===== src/rtl/bootSeqPkg.sv =====
package bootSeqPkg;
  typedef enum logic [1:0] {MODE_NONE, MODE_DMA, MODE_HOST} bootMode_e;
  typedef enum logic [1:0] {ST_SAMPLE, ST_HOLD, ST_RUN} seqState_e;

  typedef struct packed {
    logic sampleMode;
    logic cntInc;
    logic release_;
  } seqStrobes_t;

  function automatic bootMode_e decodeMode(input logic [2:0] pins);
    case (pins)
      3'b101:  return MODE_HOST;
      3'b000:  return MODE_DMA;
      default: return MODE_NONE;
    endcase
  endfunction
endpackage


===== src/rtl/bootSeqPath.sv =====
module bootSeqPath
  import bootSeqPkg::*;
#(
  parameter int BOOT_WORDS = 32,
  parameter int CNT_W      = $clog2(BOOT_WORDS + 1)
) (
  input  logic        clk,
  input  logic        rstN,
  input  logic [2:0]  modePins,
  input  seqStrobes_t strobes,
  output bootMode_e   modeQ,
  output logic        cntLast,
  output logic        runEnQ
);
  localparam logic [CNT_W-1:0] LAST_IDX = CNT_W'(BOOT_WORDS - 1);

  logic [CNT_W-1:0] wordCntQ;

  always_ff @(posedge clk or negedge rstN) begin
    if (!rstN) begin
      modeQ <= MODE_NONE;
    end else if (strobes.sampleMode) begin
      modeQ <= decodeMode(modePins);
    end
  end

  always_ff @(posedge clk or negedge rstN) begin
    if (!rstN) begin
      wordCntQ <= '0;
    end else if (strobes.cntInc && !cntLast) begin
      wordCntQ <= wordCntQ + 1'b1;
    end
  end

  assign cntLast = (wordCntQ == LAST_IDX);

  always_ff @(posedge clk or negedge rstN) begin
    if (!rstN) begin
      runEnQ <= 1'b0;
    end else if (strobes.release_) begin
      runEnQ <= 1'b1;
    end
  end
endmodule


===== src/rtl/bootSeqCtrl.sv =====
module bootSeqCtrl
  import bootSeqPkg::*;
#(
  parameter int ADDR_W = 14
) (
  input  logic              clk,
  input  logic              rstN,
  input  logic [2:0]        modePins,
  input  bootMode_e         modeQ,
  input  logic              cntLast,
  input  logic              dmaWordDone,
  input  logic              hostWrStb,
  input  logic [ADDR_W-1:0] hostWrAddr,
  output seqStrobes_t       strobes,
  output logic              dmaReq
);
  seqState_e stateQ, stateD;
  logic      hostZeroWr;
  logic      dmaFinal;

  assign hostZeroWr = hostWrStb && (hostWrAddr == '0);
  assign dmaFinal   = dmaWordDone && cntLast;

  always_comb begin
    stateD  = stateQ;
    strobes = '0;
    case (stateQ)
      ST_SAMPLE: begin
        strobes.sampleMode = 1'b1;
        if (decodeMode(modePins) == MODE_NONE) begin
          strobes.release_ = 1'b1;
          stateD           = ST_RUN;
        end else begin
          stateD = ST_HOLD;
        end
      end
      ST_HOLD: begin
        if (modeQ == MODE_DMA) begin
          strobes.cntInc = dmaWordDone;
          if (dmaFinal) begin
            strobes.release_ = 1'b1;
            stateD           = ST_RUN;
          end
        end else if (modeQ == MODE_HOST) begin
          if (hostZeroWr) begin
            strobes.release_ = 1'b1;
            stateD           = ST_RUN;
          end
        end else begin
          strobes.release_ = 1'b1;
          stateD           = ST_RUN;
        end
      end
      default: stateD = ST_RUN;
    endcase
  end

  always_ff @(posedge clk or negedge rstN) begin
    if (!rstN) stateQ <= ST_SAMPLE;
    else       stateQ <= stateD;
  end

  assign dmaReq = (stateQ == ST_HOLD) && (modeQ == MODE_DMA);
endmodule


===== src/rtl/bootSeqTop.sv =====
module bootSeqTop
  import bootSeqPkg::*;
#(
  parameter int BOOT_WORDS = 32,
  parameter int ADDR_W     = 14,
  parameter int PC_W       = 14,
  parameter int CNT_W      = $clog2(BOOT_WORDS + 1)
) (
  input  logic              clk,
  input  logic              rstN,
  input  logic [2:0]        modePins,
  output logic              dmaReq,
  output logic [CNT_W-1:0]  dmaWordCnt,
  input  logic              dmaWordDone,
  input  logic              hostWrStb,
  input  logic [ADDR_W-1:0] hostWrAddr,
  output logic              runEn,
  output logic [PC_W-1:0]   startPc
);
  seqStrobes_t strobes;
  bootMode_e   modeQ;
  logic        cntLast;

  bootSeqCtrl #(.ADDR_W(ADDR_W)) uCtrl (
    .clk(clk), .rstN(rstN), .modePins(modePins), .modeQ(modeQ),
    .cntLast(cntLast), .dmaWordDone(dmaWordDone), .hostWrStb(hostWrStb),
    .hostWrAddr(hostWrAddr), .strobes(strobes), .dmaReq(dmaReq)
  );

  bootSeqPath #(.BOOT_WORDS(BOOT_WORDS), .CNT_W(CNT_W)) uPath (
    .clk(clk), .rstN(rstN), .modePins(modePins), .strobes(strobes),
    .modeQ(modeQ), .cntLast(cntLast), .runEnQ(runEn)
  );

  assign dmaWordCnt = CNT_W'(BOOT_WORDS);
  assign startPc    = '0;
endmodule


===== config.mk =====
export PLATFORM = sky130hd
export DESIGN_NAME = bootSeqTop
export DESIGN_NICKNAME = d
export VERILOG_FILES = /design/src/rtl/bootSeqPkg.sv /design/src/rtl/bootSeqPath.sv /design/src/rtl/bootSeqCtrl.sv /design/src/rtl/bootSeqTop.sv
export SDC_FILE = /design/constraint.sdc
export NUM_CORES = 1
export LEC_CHECK = 0
export BUFFER_PORTS_ARGS = -buffer_cell sky130_fd_sc_hd__buf_4
export CAP_MARGIN = 20
export CORE_MARGIN = 5
export CORE_UTILIZATION = 39
export DETAILED_ROUTE_END_ITERATION = 12
export PLACE_DENSITY = 0.8
export SYNTH_ARGS = -nofsm -noshare
export SYNTH_HDL_FRONTEND = slang
export SYNTH_HIERARCHICAL = 1
export SYNTH_SLANG_ARGS = --single-unit
export TNS_END_PERCENT = 10

===== constraint.sdc =====
create_clock -name clk -period 1.6 [get_ports clk]
set_clock_uncertainty 0.15 [all_clocks]
set_input_delay 0 -clock clk [delete_from_list [all_inputs] [get_ports clk]]
set_output_delay 0 -clock clk [all_outputs]
set_load 0.02 [all_outputs]

==> impl_metrics.json, run 1 <==
{
  "synth_warnings": 6,
  "rsz0062_at_grt": "true",
  "dp_hpwl_mm": 1.47,
  "gp_congestion": 0.762,
  "power_frac_comb": 0.202,
  "root_buffer": "clkbuf_4",
  "synth_top_area_cell": "dfrtp_1",
  "cp_max_fo": 2,
  "coreArea_um2": 1960,
  "violations": "setup timing",
  "die_height_um": 55.4,
  "grtUsageTotal": 0.134,
  "seq_area_frac_synth": 0.343,
  "final_cell_mix": "buf_4 (39), conb_1 (20), dfrtp_1 (11)",
  "sw_frac_of_total": 0.281,
  "register_area_um2": 275,
  "vias": 758,
  "dieArea_um2": 3060,
  "via_per_inst": 4.95,
  "setup_tns_ps": -400,
  "grt_first_pass_wirelength_mm": 3.25,
  "final_util": 0.603,
  "clockBufferDepth": 2,
  "numPortBuffers": 22,
  "first_iter_violations": 12,
  "cts_inserted_buffers": 3,
  "synth_top_area_frac": 0.343,
  "max_stage_delay_ps": 400,
  "ys_seq_elements": 11,
  "holdCritPathClass": "in -> reg",
  "start_util": 0.409,
  "max_freq_mhz": 577,
  "setup-violations-final": 4,
  "internal_power_w": 0.000420,
  "worst_ep_arrival_time_ps": 1740,
  "syn2layout_area_growth_pct": 47.6,
  "multi_input_area_um2": 498,
  "setup_slack_ps": -132,
  "syn_avg_cell_area_um2": 10.0,
  "syn_area_um2": 802,
  "max_slew_margin": 0.660,
  "grt_overflow": 0,
  "min_period_ps": 1730,
  "finalHoldViolCount": 0,
  "die_x_um": 55.4,
  "cts_max_level": 1,
  "synth_cells": 80,
  "cp_cell_sequence": "ha_2 -> nand2b_1 -> nor2_1 -> and2_4 -> o2111ai_4 -> o311ai_2 -> or2_4",
  "clockPowerShare": 0.323,
  "p_sw_w": 0.000164,
  "drcViolationCount": 0,
  "crit_type": "reg -> reg",
  "num-fill-cells": 154,
  "final_common_cell": "buf_4",
  "ir_worst_vdd_mv": 0.382,
  "maxSlewViolCount": 0,
  "power.density_nw_per_um2": 494,
  "rows": 16,
  "drive_gt1_frac": 0.476,
  "dr.pass1.iters": 4,
  "start_kind": "flip-flop",
  "cp_slowest_cell": "dfrtp_1",
  "worst_pin_slew_ps": 508,
  "insertedDiodeCount": 0,
  "synth_cell_type_count": 31,
  "cap_violations": 0,
  "grt_start_max_net_pins": 12,
  "cts.sinks": 11,
  "grt_pass1_vias": 746,
  "nets": 149,
  "synthTopCellsByArea": "dfrtp_1 (34%), buf_4 (19%), mux2_2 (5.6%)",
  "clkTransAtPathRegs_ps": 70,
  "ant_nets": 0,
  "routed_wl_mm": 2.22,
  "antenna_found_initial": 0,
  "end_kind": "flip-flop",
  "status": "finished, violations left",
  "cts_tree": "done",
  "min_period_over_period": 1.08,
  "p_seq_frac": 0.475,
  "top_level_ports": 43,
  "clock_latency_ps": 270,
  "leakage_nw": 0.595,
  "worst_ep_required_time_ps": 1600,
  "wl_per_cell_um": 14.5
}
-- per-layer routing --
layer  vias to the layer above  global-route usage  wire, um
met5                         -                   0         0
met4                         0              0.0486        65
met3                         8              0.0559       161
met2                        41               0.242      1220
met1                       366               0.138       774
li1                        343                   -         -
-- layout make-up --
type	instances	area share
timing repair buffer	44	0.290
sequential	11	0.233
tap	27	0.0285
multi-input combinational	65	0.421
inverter	2	0.00634
clock buffer	4	0.0222
-- timing repair --
item / in CTS / in global routing
gates resized for setup: 2 / 6
setup endpoints to repair: 5 / 7
hold buffers: 5 / 0
setup buffers: 1 / 3
pin swaps: 6 / 7
hold endpoints to repair: 15 / 0
-- synth_stat cells --
library cell and n:
inv_1 2, ha_1 1, conb_1 2, o221ai_1 1, nand4_1 3, nor2_1 4, o2111a_1 1, o21ai_0 4
or4_1 1, o311ai_1 1, a41oi_1 1, xor2_1 1, nand2_1 2, a21oi_1 1, o221a_1 1, dfrtp_1 11
nor3b_1 1, nor4b_4 1, nand4b_1 1, nand2b_1 3, o21ai_1 2, mux2_2 4, nor4_4 2, o2111ai_1 1
or2_2 1, nand3_1 1, buf_4 20, xnor2_1 1, nand3_2 1, nor3_1 2, and2_1 2
-- flip-flops by register name (all words and copies together) (netlist names) --
signal / flops
uPath/modeQ: 2
uPath/runEnQ: 1
uCtrl/stateQ: 2
uPath/wordCntQ: 6
-- critical path, delay by kind of cell, from the launching register on --
family                   cells  cell delay (ps)
AO/OA/AOI/OAI                2              310
adder cells (fa/ha/maj)      1              200
flip-flops                   1              400
AND/OR/NAND/NOR              4              560
-- power groups by stage --
stage          combinational (W)  clock (W)  sequential (W)
2_1_floorplan          0.0000884          0        0.000283
3_3_place_gp            0.000103          0        0.000283
3_5_place_dp            0.000106          0        0.000283
4_1_cts                 0.000115   0.000196        0.000278
5_1_grt                 0.000126   0.000211        0.000278
6_report                0.000118   0.000189        0.000278
-- path summary, 6_finish.rpt --
check / startpoint / to / slack, ps / cells after the start
setup / recovery: uPath/wordCntQ[0] / uPath/runEnQ / -130 / 7
hold / removal: dmaWordDone / uPath/wordCntQ[0] / 60 / 4
setup reg to reg: uPath/wordCntQ[0] / uPath/runEnQ / -130 / 7
hold reg to reg: uPath/runEnQ / uPath/runEnQ / 380 / 1
max in group asynchronous: rstN / uCtrl/stateQ[1] / 350 / 3
min in group asynchronous: rstN / uPath/wordCntQ[1] / 610 / 3
-- kinds of logic (layout without fill, tap and decap cells) --
family	Yosys count	count (layout)	synth area share
and+or+nand+nor	25	25	0.242
xor gates and xnor gates	2	2	0.0218
DFF	11	11	0.343
muxes	4	4	0.0562
buffers and inverters	22	50	0.197
adders and majority gates	1	1	0.0156
other	2	20	0.00936
AOI/OAI and AO/OA	13	13	0.115
-- metrics by stage --
| stage | area, um2 | cells | total power [W] | setup slack [ps] | hold slack, ps |
|---|---|---|---|---|---|
| 2_1_floorplan | 891 | 98 | 0.000372 | -199 | -446 |
| 3_5_place_dp | 1040 | 140 | 0.000389 | -126 | -308 |
| 3_3_place_gp | 1040 | 140 | 0.000387 | -79.5 | -312 |
| 6_report | 1180 | 153 | 0.000585 | -132 | 63.4 |
| 4_1_cts | 1130 | 150 | 0.000589 | -125 | 24.5 |
| 5_1_grt | 1180 | 153 | 0.000615 | -184 | 67.4 |
(Power assumes the default switching activity.)
==> run 2, diff against run 1 <==
CORE_UTILIZATION = 35   (was 39)
PLACE_DENSITY = 0.74   (was 0.8)
==> impl_metrics.json, run 2 (same netlist as run 1, synthesis figures left out) <==
{
  "largest_register": "uPath/wordCntQ",
  "final_util": 0.543,
  "grt_pass1_vias": 700,
  "grtUsageTotal": 0.117,
  "worst_pin_slew_ps": 506,
  "cap_violations": 0,
  "die_height_um": 57.9,
  "final_cell_mix": "buf_4 (41), conb_1 (20), dfrtp_1 (11)",
  "grt_overflow": 0,
  "worst_ep_arrival_time_ps": 1760,
  "root_buffer": "clkbuf_4",
  "cts_inserted_buffers": 3,
  "numPortBuffers": 22,
  "wl_per_cell_um": 12.5,
  "max_freq_mhz": 586,
  "insertedDiodeCount": 0,
  "ant_nets": 0,
  "top_level_ports": 43,
  "maxSlewViolCount": 0,
  "whs_ps": 109,
  "worst_ep_required_time_ps": 1660,
  "register_area_um2": 275,
  "end_kind": "flip-flop",
  "grt_start_max_net_pins": 12,
  "design_area_um2": 1190,
  "dieArea_um2": 3350,
  "leakage_nw": 0.605,
  "violations": "setup timing",
  "cts.sinks": 11,
  "final_common_cell": "buf_4",
  "cp_max_fo": 4,
  "clkTransAtPathRegs_ps": 70,
  "rows": 17,
  "gp_congestion": 0.752,
  "holdCritPathClass": "in -> reg",
  "setup-violations-final": 6,
  "crit_type": "reg -> reg",
  "min_period_ps": 1710,
  "grt_first_pass_wirelength_mm": 3.00,
  "min_period_over_period": 1.07,
  "rsz0062_at_grt": "true",
  "status": "finished, violations left",
  "clock_latency_ps": 260,
  "ir_worst_vdd_mv": 0.263,
  "cts_max_level": 1,
  "routed_wl_mm": 1.95,
  "antenna_found_initial": 0,
  "die_x_um": 57.9,
  "setup_slack_ps": -108,
  "place_area_um2": 1050,
  "largest_register_ffs": 6,
  "cts_tree": "done",
  "first_iter_violations": 10,
  "reg_top3": "uPath/wordCntQ: 6 flops, uCtrl/stateQ: 2 flops, uPath/modeQ: 2 flops",
  "drcViolationCount": 0,
  "coreArea_um2": 2190,
  "max_slew_margin": 0.662,
  "syn2layout_area_growth_pct": 48.2,
  "drive_gt1_frac": 0.492,
  "via_per_inst": 4.48,
  "place_ws_ps": -119,
  "power.density_nw_per_um2": 492,
  "nets": 151,
  "dr.pass1.iters": 4,
  "dp_hpwl_mm": 1.54,
  "num-fill-cells": 204,
  "multi_input_area_um2": 487,
  "clockBufferDepth": 2,
  "finalHoldViolCount": 0,
  "fin_total_pwr_w": 0.000584,
  "vias": 699,
  "start_kind": "flip-flop",
  "start_util": 0.366
}
## run 2: layer usage
metal,track usage,share of wire,vias to the layer above
li1,-,-,346
met1,0.127,0.38,334
met2,0.208,0.56,15
met3,0.0312,0.048,4
met4,0.0563,0.0097,0
met5,0,0,-
## run 2: path summary, 6_finish.rpt
path | depth (start not counted) | slack (ps) | endpoint | start
max in group asynchronous | 3 | 350 | uPath/modeQ[1] | rstN
min reg2reg | 1 | 370 | uPath/runEnQ | uPath/runEnQ
max | 6 | -110 | uPath/wordCntQ[5] | uPath/modeQ[1]
max reg2reg | 6 | -110 | uPath/wordCntQ[5] | uPath/modeQ[1]
min | 5 | 110 | uPath/wordCntQ[5] | dmaWordDone
min in group asynchronous | 3 | 620 | uPath/wordCntQ[5] | rstN
## run 2: critical path: stages, from the launching register on
cell and delay (ps):
dfrtp_1 380, nand2b_4 160, nor3b_4 210, and2_4 200, nand3_2 70, or4_4 420
nand2_2 70
## run 2: timing repair
action                                  in CTS  in global routing
hold endpoints to repair                    14                  0
pin swaps                                    4                  3
buffers inserted                             3                  2
endpoints found under the setup margin       3                  8
resized for setup                            6                  2
hold buffers                                 5                  0
## run 2: final cells by class
class | instances | area share
clock buffer | 4 | 0.0221
inverter | 2 | 0.00632
sequential | 11 | 0.232
timing repair buffer | 46 | 0.301
tap | 28 | 0.0295
multi-input combinational | 65 | 0.409
## run 2: metrics by stage
stage          instances  TNS, ps
6_report             156     -401
3_3_place_gp         142     -103
3_5_place_dp         142     -241
5_1_grt              156     -764
2_1_floorplan         98     -623
4_1_cts              154    -91.7
## run 2: power by group
part	internal, W	switching (W)
Clock	0.0000964	0.0000937
Sequential	0.000278	0
Combinational	0.0000461	0.0000704
